==> src/rtl/mbx_bridge_pkg.sv <==
// Package: shared offsets, bit positions, command type and address decode
// for the byte mailbox bridge. Assumes internal addresses are 8 bits wide.
package mbx_bridge_pkg;

    localparam int HOST_AW = 5;

    // Host-side word offsets
    localparam logic [HOST_AW-1:0] OFS_MBX   = 5'h0C;
    localparam logic [HOST_AW-1:0] OFS_IMASK = 5'h10;
    localparam logic [HOST_AW-1:0] OFS_ICLR  = 5'h14;
    localparam logic [HOST_AW-1:0] OFS_ISTAT = 5'h18;

    // Mailbox bit positions
    localparam int MBX_WR_BIT   = 16;
    localparam int MBX_BUSY_BIT = 23;

    // Internal byte register addresses
    localparam logic [7:0] IA_CTRL_MAIN = 8'h00;
    localparam logic [7:0] IA_CTRL_AUX  = 8'h01;
    localparam logic [7:0] IA_MATCH_LO  = 8'h05;
    localparam logic [7:0] IA_MATCH_HI  = 8'h06;
    localparam logic [7:0] IA_TX_LEN    = 8'h07;
    localparam logic [7:0] IA_RX_LEN    = 8'h08;
    localparam logic [7:0] IA_TX_BASE   = 8'h10;
    localparam logic [7:0] IA_RX_BASE   = 8'h20;
    localparam logic [7:0] IA_RX_HOLD   = 8'h30;

    typedef struct packed {
        logic       wr;
        logic [7:0] data;
        logic [7:0] addr;
    } mbx_cmd_t;

    // True when the internal address selects a real byte register
    function automatic logic ia_is_mapped(input logic [7:0] a, input int depth);
        logic hit;
        hit = (a == IA_CTRL_MAIN) || (a == IA_CTRL_AUX) || (a == IA_MATCH_LO) ||
              (a == IA_MATCH_HI)  || (a == IA_TX_LEN)   || (a == IA_RX_LEN)   ||
              (a == IA_RX_HOLD);
        if (a >= IA_TX_BASE && int'(a) < int'(IA_TX_BASE) + depth) hit = 1'b1;
        if (a >= IA_RX_BASE && int'(a) < int'(IA_RX_BASE) + depth) hit = 1'b1;
        return hit;
    endfunction

endpackage

==> src/rtl/mbx_cmd_ctrl.sv <==
// Module: mbx_cmd_ctrl
// Accepts mailbox commands, performs byte writes at once and runs reads
// through a fixed-latency busy window. Assumes RD_LAT >= 1 and that the
// bank read data is valid combinationally for bank_raddr.
module mbx_cmd_ctrl
    import mbx_bridge_pkg::*;
#(
    parameter int RD_LAT = 4
) (
    input  logic        clk,
    input  logic        rst_n,
    input  logic        cmd_valid,
    input  mbx_cmd_t    cmd_in,
    input  logic [7:0]  bank_rdata,
    output logic        bank_we,
    output logic [7:0]  bank_waddr,
    output logic [7:0]  bank_wdata,
    output logic [7:0]  bank_raddr,
    output logic [31:0] mbx_word
);

    localparam int CNT_W = $clog2(RD_LAT + 1);

    mbx_cmd_t       cmd_q;
    logic           busy_q;
    logic [CNT_W-1:0] cnt_q;
    logic [7:0]     rdata_q;
    logic           accept;

    // A command is taken only while no read is in flight
    assign accept = cmd_valid && !busy_q;

    // Byte write path goes straight to the bank on acceptance
    assign bank_we    = accept && cmd_in.wr;
    assign bank_waddr = cmd_in.addr;
    assign bank_wdata = cmd_in.data;
    assign bank_raddr = cmd_q.addr;

    // Store the accepted command fields for readback and for the read address
    always_ff @(posedge clk) begin
        if (!rst_n) begin
            cmd_q <= '0;
        end else if (accept) begin
            cmd_q <= cmd_in;
        end
    end

    // Busy window and latency countdown for read commands
    always_ff @(posedge clk) begin
        if (!rst_n) begin
            busy_q <= 1'b0;
            cnt_q  <= '0;
        end else if (accept && !cmd_in.wr) begin
            busy_q <= 1'b1;
            cnt_q  <= CNT_W'(RD_LAT);
        end else if (busy_q) begin
            if (cnt_q == CNT_W'(1)) begin
                busy_q <= 1'b0;
                cnt_q  <= '0;
            end else begin
                cnt_q <= cnt_q - CNT_W'(1);
            end
        end
    end

    // Capture the fetched byte on the last cycle of the window
    always_ff @(posedge clk) begin
        if (!rst_n) begin
            rdata_q <= '0;
        end else if (busy_q && cnt_q == CNT_W'(1)) begin
            rdata_q <= bank_rdata;
        end
    end

    // Pack the mailbox word seen by the host
    always_comb begin
        mbx_word = '0;
        mbx_word[7:0]          = cmd_q.addr;
        mbx_word[15:8]         = cmd_q.data;
        mbx_word[MBX_WR_BIT]   = cmd_q.wr;
        mbx_word[MBX_BUSY_BIT] = busy_q;
        mbx_word[31:24]        = rdata_q;
    end

    // a command arriving during a read leaves the stored command alone
    a_r4_cmd_held: assert property (@(posedge clk) disable iff (!rst_n)
        (busy_q && cmd_valid) |=> $stable(cmd_q));

    // the countdown stays inside the configured window while busy
    a_r3_window_bounds: assert property (@(posedge clk) disable iff (!rst_n)
        busy_q |-> (cnt_q >= CNT_W'(1) && cnt_q <= CNT_W'(RD_LAT)));

    // the read result only moves on the cycle busy falls
    a_r3_result_on_done: assert property (@(posedge clk) disable iff (!rst_n)
        !$stable(rdata_q) |-> ($past(busy_q) && !busy_q));

    // an accepted write command never raises busy
    a_r2_write_not_busy: assert property (@(posedge clk) disable iff (!rst_n)
        (accept && cmd_in.wr) |=> !busy_q);

endmodule

==> src/rtl/byte_reg_bank.sv <==
// Module: byte_reg_bank
// Model of the internal 8-bit register file: control, match masks, lengths,
// transmit and receive buffers and a hold byte. Unmapped addresses read 0
// and drop writes. Assumes 2 <= BUF_DEPTH <= 16 so buffers stay in their
// 16-byte windows.
module byte_reg_bank
    import mbx_bridge_pkg::*;
#(
    parameter int BUF_DEPTH = 16
) (
    input  logic       clk,
    input  logic       rst_n,
    input  logic       we,
    input  logic [7:0] waddr,
    input  logic [7:0] wdata,
    input  logic [7:0] raddr,
    output logic [7:0] rdata
);

    localparam int IDX_W = $clog2(BUF_DEPTH);
    localparam logic [7:0] TX_END = IA_TX_BASE + 8'(BUF_DEPTH);
    localparam logic [7:0] RX_END = IA_RX_BASE + 8'(BUF_DEPTH);

    logic [7:0] ctrl_main_q, ctrl_aux_q, match_lo_q, match_hi_q;
    logic [7:0] tx_len_q, rx_len_q, rx_hold_q;
    logic [8*BUF_DEPTH-1:0] tx_flat, rx_flat;
    logic [IDX_W-1:0] ridx;

    // Single-byte registers written by address match
    always_ff @(posedge clk) begin
        if (!rst_n) begin
            ctrl_main_q <= '0;
            ctrl_aux_q  <= '0;
            match_lo_q  <= '0;
            match_hi_q  <= '0;
            tx_len_q    <= '0;
            rx_len_q    <= '0;
            rx_hold_q   <= '0;
        end else if (we) begin
            case (waddr)
                IA_CTRL_MAIN: ctrl_main_q <= wdata;
                IA_CTRL_AUX:  ctrl_aux_q  <= wdata;
                IA_MATCH_LO:  match_lo_q  <= wdata;
                IA_MATCH_HI:  match_hi_q  <= wdata;
                IA_TX_LEN:    tx_len_q    <= wdata;
                IA_RX_LEN:    rx_len_q    <= wdata;
                IA_RX_HOLD:   rx_hold_q   <= wdata;
                default: ;
            endcase
        end
    end

    // One byte cell per buffer slot, transmit and receive
    for (genvar i = 0; i < BUF_DEPTH; i++) begin : g_buf
        logic [7:0] tx_byte_q, rx_byte_q;

        // Transmit slot i holds the last byte written to its address
        always_ff @(posedge clk) begin
            if (!rst_n) begin
                tx_byte_q <= '0;
            end else if (we && waddr == IA_TX_BASE + 8'(i)) begin
                tx_byte_q <= wdata;
            end
        end

        // Receive slot i holds the last byte written to its address
        always_ff @(posedge clk) begin
            if (!rst_n) begin
                rx_byte_q <= '0;
            end else if (we && waddr == IA_RX_BASE + 8'(i)) begin
                rx_byte_q <= wdata;
            end
        end

        assign tx_flat[8*i +: 8] = tx_byte_q;
        assign rx_flat[8*i +: 8] = rx_byte_q;
    end

    assign ridx = raddr[IDX_W-1:0];

    // Read multiplexer, zero for anything outside the map
    always_comb begin
        rdata = '0;
        case (raddr)
            IA_CTRL_MAIN: rdata = ctrl_main_q;
            IA_CTRL_AUX:  rdata = ctrl_aux_q;
            IA_MATCH_LO:  rdata = match_lo_q;
            IA_MATCH_HI:  rdata = match_hi_q;
            IA_TX_LEN:    rdata = tx_len_q;
            IA_RX_LEN:    rdata = rx_len_q;
            IA_RX_HOLD:   rdata = rx_hold_q;
            default: begin
                if (raddr >= IA_TX_BASE && raddr < TX_END) begin
                    rdata = tx_flat[{ridx, 3'b000} +: 8];
                end else if (raddr >= IA_RX_BASE && raddr < RX_END) begin
                    rdata = rx_flat[{ridx, 3'b000} +: 8];
                end
            end
        endcase
    end

    // a write to an unmapped address leaves every register unchanged
    a_r5_unmapped_write_dropped: assert property (@(posedge clk) disable iff (!rst_n)
        (we && !ia_is_mapped(waddr, BUF_DEPTH)) |=>
        $stable({ctrl_main_q, ctrl_aux_q, match_lo_q, match_hi_q,
                 tx_len_q, rx_len_q, rx_hold_q, tx_flat, rx_flat}));

    // a write to one transmit slot never disturbs the receive buffer
    a_r9_tx_write_isolated: assert property (@(posedge clk) disable iff (!rst_n)
        (we && waddr >= IA_TX_BASE && waddr < TX_END) |=> $stable(rx_flat));

endmodule

==> src/rtl/irq_unit.sv <==
// Module: irq_unit
// Sticky interrupt status with a mask and a write-one-to-clear port.
// A source pulse wins over a clear of the same bit in the same cycle.
module irq_unit #(
    parameter int N_SRC = 7
) (
    input  logic             clk,
    input  logic             rst_n,
    input  logic [N_SRC-1:0] src,
    input  logic             mask_we,
    input  logic             clr_we,
    input  logic [N_SRC-1:0] wbits,
    output logic [N_SRC-1:0] mask_q,
    output logic [N_SRC-1:0] status_q,
    output logic             irq
);

    logic [N_SRC-1:0] clr_bits;

    assign clr_bits = clr_we ? wbits : '0;

    // Mask register written whole by the host
    always_ff @(posedge clk) begin
        if (!rst_n) begin
            mask_q <= '0;
        end else if (mask_we) begin
            mask_q <= wbits;
        end
    end

    // Status bits: set by sources, cleared by host, set has priority
    always_ff @(posedge clk) begin
        if (!rst_n) begin
            status_q <= '0;
        end else begin
            status_q <= (status_q & ~clr_bits) | src;
        end
    end

    // Interrupt line from unmasked pending bits
    assign irq = |(status_q & mask_q);

    // every source pulse is recorded even under a simultaneous clear
    a_r7_set_wins: assert property (@(posedge clk) disable iff (!rst_n)
        (|src) |=> ((status_q & $past(src)) == $past(src)));

    // a cleared bit without a fresh pulse reads back zero
    a_r7_clear_takes: assert property (@(posedge clk) disable iff (!rst_n)
        (clr_we && ((wbits & src) == '0)) |=> ((status_q & $past(wbits)) == '0));

endmodule

==> src/rtl/byte_mailbox_bridge.sv <==
// Module: byte_mailbox_bridge
// Top: decodes the host word offsets, forwards mailbox writes to the
// command controller, and hosts the interrupt unit. Host reads are
// combinational on host_addr; writes take effect on the strobed edge.
module byte_mailbox_bridge
    import mbx_bridge_pkg::*;
#(
    parameter int RD_LAT    = 4,
    parameter int BUF_DEPTH = 16,
    parameter int N_SRC     = 7
) (
    input  logic               clk,
    input  logic               rst_n,
    input  logic               host_we,
    input  logic [HOST_AW-1:0] host_addr,
    input  logic [31:0]        host_wdata,
    output logic [31:0]        host_rdata,
    input  logic [N_SRC-1:0]   irq_src,
    output logic               irq_out
);

    mbx_cmd_t         cmd;
    logic             bank_we;
    logic [7:0]       bank_waddr, bank_wdata, bank_raddr, bank_rdata;
    logic [31:0]      mbx_word;
    logic [N_SRC-1:0] imask, istat;
    logic             unused_wbits;

    assign unused_wbits = ^host_wdata[31:MBX_WR_BIT+1];

    // Split the host write into command fields
    assign cmd.addr = host_wdata[7:0];
    assign cmd.data = host_wdata[15:8];
    assign cmd.wr   = host_wdata[MBX_WR_BIT];

    mbx_cmd_ctrl #(
        .RD_LAT(RD_LAT)
    ) u_ctrl (
        .clk        (clk),
        .rst_n      (rst_n),
        .cmd_valid  (host_we && host_addr == OFS_MBX),
        .cmd_in     (cmd),
        .bank_rdata (bank_rdata),
        .bank_we    (bank_we),
        .bank_waddr (bank_waddr),
        .bank_wdata (bank_wdata),
        .bank_raddr (bank_raddr),
        .mbx_word   (mbx_word)
    );

    byte_reg_bank #(
        .BUF_DEPTH(BUF_DEPTH)
    ) u_bank (
        .clk   (clk),
        .rst_n (rst_n),
        .we    (bank_we),
        .waddr (bank_waddr),
        .wdata (bank_wdata),
        .raddr (bank_raddr),
        .rdata (bank_rdata)
    );

    irq_unit #(
        .N_SRC(N_SRC)
    ) u_irq (
        .clk      (clk),
        .rst_n    (rst_n),
        .src      (irq_src),
        .mask_we  (host_we && host_addr == OFS_IMASK),
        .clr_we   (host_we && host_addr == OFS_ICLR),
        .wbits    (host_wdata[N_SRC-1:0]),
        .mask_q   (imask),
        .status_q (istat),
        .irq      (irq_out)
    );

    // Host read multiplexer; clear word and unknown offsets read zero
    always_comb begin
        host_rdata = '0;
        case (host_addr)
            OFS_MBX:   host_rdata = mbx_word;
            OFS_IMASK: host_rdata[N_SRC-1:0] = imask;
            OFS_ISTAT: host_rdata[N_SRC-1:0] = istat;
            default: ;
        endcase
    end

    // the line never rises without a pending unmasked source
    a_r8_line_needs_pending: assert property (@(posedge clk) disable iff (!rst_n)
        $rose(irq_out) |-> ((istat & imask) != '0));

endmodule

==> config.mk <==
export PLATFORM = sky130hd
export DESIGN_NAME = byte_mailbox_bridge
export DESIGN_NICKNAME = d
export VERILOG_FILES = /design/src/rtl/mbx_bridge_pkg.sv /design/src/rtl/mbx_cmd_ctrl.sv /design/src/rtl/byte_reg_bank.sv /design/src/rtl/irq_unit.sv /design/src/rtl/byte_mailbox_bridge.sv
export SDC_FILE = /design/constraint.sdc
export NUM_CORES = 1
export LEC_CHECK = 0
export BUFFER_PORTS_ARGS = -buffer_cell sky130_fd_sc_hd__buf_2
export CAP_MARGIN = 20
export CELL_PAD_IN_SITES_DETAIL_PLACEMENT = 1
export CELL_PAD_IN_SITES_GLOBAL_PLACEMENT = 1
export CORE_UTILIZATION = 50
export DETAILED_ROUTE_END_ITERATION = 8
export MAX_ROUTING_LAYER = met4
export PLACE_DENSITY_LB_ADDON = 0.1
export RECOVER_POWER = 25
export SYNTH_ARGS = -nofsm -noshare
export SYNTH_HDL_FRONTEND = slang
export SYNTH_SLANG_ARGS = --single-unit
export TNS_END_PERCENT = 1
==> constraint.sdc <==
create_clock -name clk -period 4.25 [get_ports clk]
set_input_delay 0.6375 -clock clk [delete_from_list [all_inputs] [get_ports clk]]
set_output_delay 0.6375 -clock clk [all_outputs]
set_load 0.02 [all_outputs]
==> After elaboration in Yosys (flattened, before gate mapping) <==
Index checks and enable logic that the tools add are counted.
{ "word_totals": {"rom_bits": 0, "regBits": 355, "out_inout_bits": 33, "input_bits": 47, "memories": 0, "word_cells": 176, "ram_bits": 0, "latchBits": 0} }
{ "classes": {"eq_ne": 49, "shifts": 2, "div_mod_pow": 0, "magnitude_cmp": 4, "bitwise": 5, "muxes": 12, "addsub": 1, "multipliers": 0, "n_reduce_logical": 55} }
{ "op_table": {"columns": ["operator", "count"], "rows": [
  ["indexed part select 128 x 8 -> 8 bit", 2],
  ["equality test 8 x 6 -> 1 bit, second input constant", 18],
  ["equality test 8 x 5 -> 1 bit, second input constant", 16],
  ["case mux 8 bit (7 select lines)", 1],
  ["equality test 8 x 3 -> 1 bit, second input constant", 6],
  ["logical AND 1 bit", 41],
  ["two-way mux 25 bit", 1],
  ["case mux 7 bit (3 select lines)", 1],
  ["equality test 8 x 1 -> 1 bit, second input constant", 2],
  ["equality test 8 x 4 -> 1 bit, second input constant", 2],
  ["logical NOT 8 bit", 2],
  ["less-than comparator 8 x 6 -> 1 bit, second input constant", 2],
  ["two-way mux 8 bit", 2],
  ["equality test 5 bit, second input constant", 3],
  ["AND 7 bit", 2],
  ["AND reduction 2 bit", 7],
  ["two-way mux 3 bit", 3],
  [">= comparator 8 x 5 -> 1 bit, second input constant", 1],
  [">= comparator 8 x 6 -> 1 bit, second input constant", 1],
  ["two-way mux 7 bit", 1],
  ["NOT 7 bit", 1],
  ["bitwise OR 7 bit", 1],
  ["OR reduction 7 bit", 1],
  ["equality test 5 x 4 -> 1 bit, second input constant", 1],
  ["other kinds (7)", 10]
]} }

==> Depth between registers and ports, before layout <==
Gate-level depths: netlist of run 1.
{ "logic_depth": {"depth_word": 6, "ltp_mapped": 9, "depth_no_buf": 7} }

==> Hierarchy <==
Synthesis of run 1 repeated with hierarchy kept, for this count alone.
{ "hier_totals": {"hier_cells": 1770, "hier_area_um2": 17470.5} }
{ "modules_own_cells": {"columns": ["mod", "area_per_inst_um2", "seq_area_each_um2", "cells_each", "instances"], "rows": [
  ["byte_reg_bank", 14739.1, 6246.0, 1462, 1],
  ["mbx_cmd_ctrl", 1535.2, 580.6, 169, 1],
  ["byte_mailbox_bridge", 650.6, 0.0, 91, 1],
  ["irq_unit", 545.5, 280.3, 48, 1]
]} }

==> Worst setup path after synthesis of run 1 <==
Ideal clock, no wire load.
{ "synth_timing": {"path_type": "input to output", "startpoint": "input port host_addr[3]", "endpoint": "output port host_rdata[3]", "n_path_buf": 3, "path_stages": 6, "path_slack_ns": 1.733, "t_arrival_ns": 1.879, "required_time_ns": 3.612, "path_cell_list": "clkbuf_1 buf_1 and2_0 clkbuf_1 nand2_1 o21ai_0"} }
{ "synth_via": {"elab_chain_cells": 2, "elab_cells_between_ends": 4, "cone_classes": "eq/ne: 3; mux: 1"} }
{ "synth_lines": {"columns": ["element", "line_no", "text"], "rows": [
  ["start, declared", "byte_mailbox_bridge.sv:15", "input logic [HOST_AW-1:0] host_addr,"],
  ["equality test 5 bit / equality test 5 x 4 -> 1 bit (equally long branches)", "byte_mailbox_bridge.sv:80", "case (host_addr)"],
  ["case mux 7 bit (3 select lines) (*)", "byte_mailbox_bridge.sv:80", null],
  ["end, declared", "byte_mailbox_bridge.sv:17", "output logic [31:0] host_rdata,"]
]} }
Mark *: on every way between the ends. The rest lies on a longest branch, timed or not.

==> Worst setup path after layout of run 1 <==
{ "layout_timing": {"startpoint": "input port host_addr[4]", "endpoint": "output port host_rdata[0]"} }
Same word-level chain as after synthesis.

==> impl_metrics.tcl, run 1 <==
set metrics [dict create \
    initialDrtViolationCount 941 \
    timing_worst_setup_path_type "primary input to primary output" \
    synth.yosys.seq_area_share_pct 41.61 \
    antenna-diode-count 0 \
    die_w_um 186.8 \
    grt_pass1_wl_um 81230 \
    post_synth_inst_count 1782 \
    finalInstanceArea_mm2 0.01872 \
    vias 13290 \
    cts_setup_buffers 0 \
    multi_input_area_mm2 0.009299 \
    avgRoutedWirePerCell_um 23.14 \
    io_buffers 58 \
    final.setup_skew_ns 0.01427 \
    finalWirelength_um 51330 \
    path_cells "clkbuf_1, inv_1, or4_1, o21ai_0, buf_2" \
    detailed_place_hpwl_um 31910 \
    grt-ovfl-total 0 \
    rsz0062_at_grt "false" \
    num_ports 80 \
    actual_slew_at_the_worst_max_slew_pin_ns 1.789 \
    async_reset_ff_share_pct 0 \
    outcome "complete, but fails checks" \
    synthToLayoutAreaGrowth_pct 9.635 \
    worstPathMaxFanout 23 \
    antenna_violating_nets_post_route 0 \
    worst_setup_path_start_kind "primary input" \
    grt_antenna_before_repair 0 \
    grt_util_all_layers_pct 30.44 \
    postPlaceCellArea_mm2 0.01750 \
    floorplan.die_area_mm2 0.03490 \
    synthesis.area_per_instance_um2 9.583 \
    critical_path_arrival_ns 2.46 \
    critical_path_required_time_ns 3.61 \
    post_synth_instance_area_mm2 0.01708 \
    largest_net_degree_at_the_start_of_global_routing 195 \
    synth-main-ff-cell "dfxtp_1" \
    layout.area.seq_mm2 0.007114 \
    ctsRootBufferMaster "clkbuf_16" \
    finalCritPeriodShare_pct 72.83 \
    placement_rows 67 \
    total_leakage_power_nw 6.677 \
    first_pass_iters 7 \
    timing.slew.headroom_pct -19.30 \
    htreeDepth 2 \
    setup-violations-final 0 \
    cpLargestDelayFamily "simple AND/OR/NAND/NOR gates" \
    violations "max-capacitance violations, max-slew violations" \
    cts_hold_repair.buffers 0 \
    power.density_mw_per_mm2 369.6 \
    max_cap_violations 1 \
    maxSlewViolCount 46 \
    synth.lib_cells_used.distinct 60 \
    worst_setup_hold_path_clk_slew_ns 0.06 \
    drive_above_1_share_pct 11.98 \
    number_of_global_route_vias_before_repair 13910 \
    cts_repair_resize_count 0 \
    yosys.area.top_type "dfxtp_1" \
    setup_total_negative_slack_ns 0 \
    synth_top_area_share_pct 41.61 \
    synth_enable_flop_cells 0 \
    most_area_consuming_cells_after_synthesis "dfxtp_1 (42%), mux2i_1 (14%), nor2b_1 (7.4%), mux4_2 (6.9%), a21boi_0 (6.8%)" \
    drc_errors 0 \
    layout.nets 1794 \
    tritoncts.num_buffers 39 \
    cts.sinks 355 \
    cp_slowest_cell "or4_1" \
    clock_path_buffers 3 \
    fmaxAchievable_mhz 323.1 \
    path_buf_inv 3 \
    initial_utilization_pct 50.93 \
    gp_routability_congestion 0.9201 \
    cpPeakStageDelay_ns 0.79 \
    chipHeight_um 186.8 \
    synth.ff_latch_count 355 \
    final.fill_count 3726 \
    yosysWarningCount 0 \
    peakVddDrop_uv 222.7 \
    timing.hold.worst.class "primary input to flop" \
    finalCriticalPeriod_ns 3.095 \
    final_hold_viol_count 0 \
    cts_tree "built" \
    drt-vias-per-instance 5.991 \
    core-area_mm2 0.03353 \
    clkLatencyLatePin_ns 0.52 \
    setup.worst_path.end_class "primary output" \
]
==> worst reg2reg max path: stages, from the launching register on <==
cell and delay, ns:
dfxtp_1 0.41, nor2b_1 0.38, nand4_1 0.58, buf_4 0.52, nor2_1 0.63, nand2_1 0.18, a21boi_0 0.27
==> metrics by stage <==
stage | std cells | hold WS, ns | total power [mW] | setup WS (ns) | util, %
floorplan | 1787 | 0.4380 | 3.601 | 1.733 | -
detailed placement | 2152 | 0.4632 | 3.688 | 0.9239 | 52.18
global placement | 2152 | 0.4465 | 3.684 | 1.056 | 52.18
global route | 2218 | 0.3519 | 7.128 | 0.9016 | 55.84
CTS | 2218 | 0.3382 | 6.967 | 1.251 | 55.85
finish | 2218 | 0.3460 | 6.919 | 1.155 | 55.84
==> layer usage <==
layer	vias up	wire (um)	GRT usage, %
met1	6650	22800	39.21
met4	0	1665	10.21
met5	-	0	-
met2	366	24240	49.30
li1	6176	-	-
met3	97	2621	4.128
==> synth_stat cells (5+ instances only) <==
cell	n
clkbuf_1	119
dfxtp_1	355
mux2i_1	237
a22oi_1	24
and3_1	29
o2bb2ai_1	14
buf_1	24
nor3_4	7
nor2_1	29
a31oi_1	6
o21ai_0	132
and2_1	5
a21oi_1	12
nand4_1	8
buf_4	6
nand2_1	233
nand3_1	28
buf_2	15
mux4_2	52
inv_1	6
nor3_1	6
a221oi_1	5
nor2b_1	201
nor4b_1	5
a21boi_0	155
nand3b_1	8
==> layout by cell type, fill, tap and decap left out, drive strengths merged, types with 4 or more instances in the layout <==
master / count
nor3: 15
and3: 29
a221oi: 5
inv: 6
mux4: 52
buf: 79
clkinv: 4
a22o: 4
dfxtp: 355
nor4b: 10
nand2: 233
mux2i: 237
a22oi: 24
a31oi: 6
and4: 4
a21boi: 155
nand3b: 8
nand3: 29
nor2b: 201
and2: 6
a21oi: 12
o21ai: 132
nand4: 8
o2bb2ai: 14
nor4: 4
a31o: 4
nor2: 29
clkbuf: 64
conb: 6
==> logic make-up after synthesis <==
| kind of cell | share of synthesized area (%) |
|---|---|
| compound gates | 14.40 |
| fa+ha+maj | 0.1465 |
| buf+inv | 4.044 |
| flops | 41.61 |
| mux | 20.81 |
| other cells | 0.02196 |
| simple gates | 18.96 |
==> power by group <==
group / switching (mW) / internal, mW
registers: 0.00908 / 3.33
clock network: 1.34 / 1.96
logic: 0.189 / 0.0865
==> final timing paths <==
kind                        from                      endpoint  slack (ns)  depth (start not counted)
min                   irq_src[1]             u_irq.status_q[1]        0.35                          3
max reg2reg        u_ctrl.busy_q  u_bank.g_buf[1].tx_byte_q[2]        1.18                          6
max                 host_addr[4]                 host_rdata[0]        1.15                          5
min reg2reg  u_ctrl.mbx_word[16]           u_ctrl.mbx_word[16]        0.47                          2
==> final cells by class <==
| type | instances | area share, % |
|---|---|---|
| multi-input cells | 1261 | 49.67 |
| repair buffers | 82 | 2.646 |
| inverters | 6 | 0.1203 |
| flip-flops and latches | 355 | 38.00 |
| clock inverters | 5 | 0.2673 |
| clock buffers | 61 | 6.308 |
| well taps | 448 | 2.994 |
No activity file was read; power rests on OpenSTA's default activity.
==> run 2, diff against run 1 <==
--- a/config.mk
+++ b/config.mk
@@ -9,7 +9,7 @@
 export CAP_MARGIN = 20
 export CELL_PAD_IN_SITES_DETAIL_PLACEMENT = 1
 export CELL_PAD_IN_SITES_GLOBAL_PLACEMENT = 1
-export CORE_UTILIZATION = 50
+export CORE_UTILIZATION = 44
 export DETAILED_ROUTE_END_ITERATION = 8
 export MAX_ROUTING_LAYER = met4
 export PLACE_DENSITY_LB_ADDON = 0.1
==> constraint.sdc (replaced) <==
create_clock -name clk -period 2.6 [get_ports clk]
set_input_delay 0.39 -clock clk [delete_from_list [all_inputs] [get_ports clk]]
set_output_delay 0.39 -clock clk [all_outputs]
set_load 0.02 [all_outputs]
==> impl_metrics.tcl, run 2 (synthesis gave the netlist of run 1 again) <==
set metrics [dict create \
    placement_rows 71 \
    place.detailed.instances 2298 \
    grt-ovfl-total 0 \
    largest_net_degree_at_the_start_of_global_routing 162 \
    finalWirelength_um 53720 \
    grt_util_all_layers_pct 28.50 \
    cpPeakStageDelay_ns 0.60 \
    path_cells "buf_4, inv_1, o2bb2ai_1, a22oi_1, a31oi_1, o32a_1" \
    timing.critical_path.to "u_ctrl.rdata_q[1]" \
    p_int_mw 8.962 \
    worst_setup_hold_path_clk_slew_ns 0.06 \
    cpLargestDelayFamily "compound AO/OA/AOI/OAI gates" \
    cts.sinks 355 \
    chipHeight_um 199.0 \
    timing.reg2reg.worst_path_depth 6 \
    most-common-layout-cells "dfxtp_1 (353), mux2i_1 (237), nand2_1 (233), nor2b_1 (201), a21boi_0 (155)" \
    crit_start "u_ctrl.bank_raddr[0]" \
    critical_path_depth 6 \
    outcome "finished, final reports clean" \
    antenna_violating_nets_post_route 0 \
    cts_setup_buffers 0 \
    number_of_global_route_vias_before_repair 14100 \
    critical_path_required_time_ns 3.09 \
    drive_above_1_share_pct 15.02 \
    clock_path_buffers 3 \
    htreeDepth 2 \
    hold_slack_ns 0.08122 \
    drc_errors 0 \
    final.setup_skew_ns 0.01321 \
    ctsRootBufferMaster "clkbuf_16" \
    rsz0062_at_grt "false" \
    p_sw_share_pct 23.01 \
    gp_routability_congestion 0.8994 \
    dpl_worst_slack_ns 0.1793 \
    synthToLayoutAreaGrowth_pct 14.40 \
    max_cap_violations 0 \
    switchingPower_mw 2.678 \
    layout_setup_ws_ns 0.1994 \
    io_buffers 58 \
    p_comb_share_pct 4.2 \
    power.density_mw_per_mm2 595.9 \
    first_pass_iters 5 \
    setup.worst_path.end_class "flop" \
    total_leakage_power_nw 7.085 \
    num_ports 80 \
    detailed_place_hpwl_um 35070 \
    floorplan.die_area_mm2 0.03961 \
    tritoncts.num_buffers 42 \
    cts_tree "built" \
    timing_worst_setup_path_type "flop to flop" \
    worstPathMaxFanout 16 \
    finalCritPeriodShare_pct 92.33 \
    peakVddDrop_uv 459.4 \
    reg2reg_to "u_ctrl.rdata_q[1]" \
    timing.slew.headroom_pct 45.28 \
    layout.cells.non_filler 2369 \
    cts_hold_repair.buffers 0 \
    actual_slew_at_the_worst_max_slew_pin_ns 0.8208 \
    vias 13600 \
    layout.nets 1880 \
    setup.reg_to_reg.worst_slack_ns 0.20 \
    grt_antenna_before_repair 1 \
    commonest_non_fill_non_tap_cell_in_the_layout "dfxtp_1" \
    finalCriticalPeriod_ns 2.401 \
    clkLatencyLatePin_ns 0.55 \
    die_w_um 199.0 \
    drt-vias-per-instance 5.742 \
    worst_setup_path_start_kind "flop" \
    initialDrtViolationCount 723 \
    final_hold_viol_count 0 \
    grt_pass1_wl_um 83390 \
    avgRoutedWirePerCell_um 22.68 \
    critical_path.reg2reg.startpoint "u_ctrl.bank_raddr[0]" \
    timing.hold.worst.class "primary input to flop" \
    critical_path_arrival_ns 2.90 \
    cts_repair_resize_count 0 \
    initial_utilization_pct 45.02 \
    cp_slowest_cell "dfxtp_4" \
    path_buf_inv 2 \
    maxSlewViolCount 0 \
    power_frac_seq_pct 46.9 \
    antenna-diode-count 0 \
    setup-violations-final 0 \
    fmaxAchievable_mhz 416.6 \
    core-area_mm2 0.03793 \
    pwr-share-clk_pct 48.9 \
    setup_total_negative_slack_ns 0 \
]
-- run 2: cell count changes in the layout (fill, tap and decap cells not counted), moves of 2 or more --
cell / previous run / this run
clkbuf_16: 41 / 43
clkinv_2: 4 / 7
buf_4: 21 / 79
clkbuf_1: 15 / 36
buf_12: 2 / 10
clkbuf_4: 0 / 2
buf_2: 55 / 46
-- run 2: worst register-to-register path, stage by stage, from the launching register on --
cell	delay, ns
dfxtp_4	0.60
buf_4	0.37
inv_1	0.36
o2bb2ai_1	0.38
a22oi_1	0.13
a31oi_1	0.31
o32a_1	0.21
-- run 2: how the worst min path moves through the flow --
stage,slack [ns],cells past startpoint,to,startpoint
global placement,0.44,2,u_bank.g_buf[0].tx_byte_q[0],u_bank.g_buf[0].tx_byte_q[0]
detailed placement,0.46,2,u_ctrl.mbx_word[15],u_ctrl.mbx_word[15]
CTS,0.07,3,u_irq.status_q[6],irq_src[6]
global route,0.09,3,u_irq.status_q[6],irq_src[6]
floorplan,0.44,2,u_bank.g_buf[0].rx_byte_q[6],u_bank.g_buf[0].rx_byte_q[6]
finish,0.08,3,u_irq.status_q[2],irq_src[2]
-- run 2: cell type report --
type / instances / area (um2)
timing repair buffer: 165 / 1152
clock inverter: 10 / 85.08
sequential: 355 / 7114
tap: 511 / 639.4
multi-input combinational: 1261 / 9299
clock buffer: 61 / 1224
fill: 4277 / 18400
inverter: 6 / 22.52
-- run 2: power groups by stage --
stage | logic, mW | registers (mW) | clock network, mW
6_report | 0.487 | 5.46 | 5.69
2_1_floorplan | 0.309 | 5.58 | 0
5_1_grt | 0.515 | 5.46 | 6.03
3_3_place_gp | 0.478 | 5.58 | 0
3_5_place_dp | 0.484 | 5.58 | 0
4_1_cts | 0.487 | 5.46 | 5.80
-- run 2: metrics by stage --
stage | power [mW] | utilization, % | area (um2)
after floorplan | 5.886 | - | 17100
after global placement | 6.059 | 48.31 | 18330
after detailed placement | 6.065 | 48.31 | 18330
after CTS | 11.75 | 51.76 | 19630
after global routing | 12.01 | 51.50 | 19540
final | 11.64 | 51.50 | 19540
-- run 2: per-layer routing --
layer	GRT usage, %	wire length, um
met5	-	0
met4	9.231	1666
met3	3.967	2322
met2	47.27	25760
met1	35.70	23970
==> run 3, diff against run 2 <==
--- a/config.mk
+++ b/config.mk
@@ -13,7 +13,6 @@
 export DETAILED_ROUTE_END_ITERATION = 8
 export MAX_ROUTING_LAYER = met4
 export PLACE_DENSITY_LB_ADDON = 0.1
-export RECOVER_POWER = 25
 export SYNTH_ARGS = -nofsm -noshare
 export SYNTH_HDL_FRONTEND = slang
 export SYNTH_SLANG_ARGS = --single-unit
==> constraint.sdc (replaced) <==
create_clock -name clk -period 2.6 [get_ports clk]
set_input_delay 0.26 -clock clk [delete_from_list [all_inputs] [get_ports clk]]
set_output_delay 0.26 -clock clk [all_outputs]
set_load 0.02 [all_outputs]
==> impl_metrics.tcl, run 3 (synthesis gave the netlist of run 1 again) <==
set metrics [dict create \
    outcome "finished, final reports clean" \
    synthToLayoutAreaGrowth_pct 14.48 \
    final_hold_viol_count 0 \
    most-common-layout-cells "dfxtp_1 (353), mux2i_1 (237), nand2_1 (233), nor2b_1 (201), a21boi_0 (155)" \
    timing.reg2reg.worst_path_depth 6 \
    io_buffers 58 \
    num_ports 80 \
    drt-vias-per-instance 5.747 \
    actual_slew_at_the_worst_max_slew_pin_ns 0.6604 \
    grt_util_all_layers_pct 28.14 \
    worstPathMaxFanout 13 \
    first_pass_iters 5 \
    finalCritPeriodShare_pct 89.25 \
    rsz0062_at_grt "false" \
    antenna-diode-count 0 \
    ctsRootBufferMaster "clkbuf_16" \
    holdPathStages 3 \
    power.density_mw_per_mm2 591.0 \
    drive_above_1_share_pct 15.73 \
    finalCriticalPeriod_ns 2.320 \
    critical_path.reg2reg.startpoint "u_ctrl.bank_raddr[0]" \
    cts_hold_repair.buffers 8 \
    vias 13570 \
    core-area_mm2 0.03793 \
    setup_total_negative_slack_ns 0 \
    setup-violations-final 0 \
    number_of_global_route_vias_before_repair 13790 \
    commonest_non_fill_non_tap_cell_in_the_layout "dfxtp_1" \
    grt_pass1_wl_um 82400 \
    layout.nets 1872 \
    place.detailed.instances 2284 \
    chipHeight_um 199.0 \
    htreeDepth 2 \
    critical_path_arrival_ns 2.79 \
    peakVddDrop_uv 417.8 \
    fmaxAchievable_mhz 430.9 \
    cts_tree "built" \
    final.setup_skew_ns 0.02067 \
    gp_routability_congestion 0.8985 \
    setup.worst_path.end_class "flop" \
    timing_worst_setup_path_type "flop to flop" \
    max_cap_violations 0 \
    grt-ovfl-total 0 \
    detailed_place_hpwl_um 35330 \
    timing.hold.worst.class "primary input to flop" \
    antenna_violating_nets_post_route 0 \
    finalWirelength_um 53270 \
    clock_path_buffers 3 \
    worst_setup_hold_path_clk_slew_ns 0.06 \
    worstHoldStart "host_wdata[0]" \
    setup.reg_to_reg.worst_slack_ns 0.28 \
    cts.sinks 355 \
    initial_utilization_pct 45.02 \
    cts_repair_resize_count 0 \
    timing.slew.headroom_pct 55.97 \
    placement_rows 71 \
    clkLatencyLatePin_ns 0.57 \
    worst_setup_path_start_kind "flop" \
    critical_path_required_time_ns 3.07 \
    floorplan.die_area_mm2 0.03961 \
    total_leakage_power_nw 7.128 \
    grt_antenna_before_repair 0 \
    maxSlewViolCount 0 \
    avgRoutedWirePerCell_um 22.56 \
    initialDrtViolationCount 739 \
    layout.cells.non_filler 2361 \
    timing.hold.worst_endpoint "u_ctrl.bank_raddr[0]" \
    tritoncts.num_buffers 40 \
    drc_errors 0 \
    die_w_um 199.0 \
    finish.utilization_pct 51.54 \
    reg2reg_to "u_ctrl.rdata_q[4]" \
    cts_setup_buffers 0 \
    largest_net_degree_at_the_start_of_global_routing 74 \
]
## run 3: cell type report
class	count	area, um2
Clock inverter	13	122.6
Multi-Input combinational cell	1261	9299
Sequential cell	355	7114
Tap cell	511	639.4
Clock buffer	56	1152
Inverter	6	22.52
Timing Repair Buffer	159	1200
Fill cell	4245	18380
## run 3: where the power goes
| group | switching, mW | internal (mW) |
|---|---|---|
| Combinational | 0.326 | 0.170 |
| Clock | 2.31 | 3.28 |
| Sequential | 0.0118 | 5.45 |
| Total | 2.65 | 8.90 |
## run 3: critical path, stage by stage, from the launching register on
cell,delay [ns]
dfxtp_4,0.51
buf_12,0.21
mux4_2,0.50
and3_1,0.19
a31oi_1,0.34
o211ai_1,0.22
o21a_1,0.23
## run 3: metrics by stage
step | hold slack (ns) | power [mW] | setup slack (ns) | cell area (um2)
after floorplan | 0.3985 | 5.886 | 0.4903 | 17100
after global placement | 0.4490 | 6.059 | 0.3048 | 18200
after detailed placement | 0.4592 | 6.065 | 0.2946 | 18200
after CTS | 0.01492 | 11.70 | 0.2889 | 19550
after global routing | 0.05097 | 11.93 | 0.1982 | 19550
final | 0.03658 | 11.55 | 0.2795 | 19550
## run 3: per-layer routing
metal / GRT usage [%] / share of wire [%] / wire length (um)
met4: 7.550 / 2.3 / 1200
met2: 46.11 / 48 / 25650
met3: 4.018 / 3.8 / 2001
met1: 36.26 / 46 / 24410
met5: - / 0 / 0
## run 3: how the worst max path moves through the flow
stage | from | end | slack, ns | cells past startpoint
6_report | u_ctrl.bank_raddr[0] | u_ctrl.rdata_q[4] | 0.28 | 6
5_1_grt | u_ctrl.bank_raddr[0] | u_ctrl.rdata_q[0] | 0.20 | 6
4_1_cts | u_ctrl.bank_raddr[0] | u_ctrl.rdata_q[0] | 0.29 | 6
3_5_place_dp | u_ctrl.bank_raddr[0] | u_ctrl.rdata_q[0] | 0.29 | 6
3_3_place_gp | u_ctrl.bank_raddr[0] | u_ctrl.rdata_q[4] | 0.30 | 6
2_1_floorplan | u_ctrl.bank_raddr[0] | u_ctrl.rdata_q[7] | 0.49 | 8
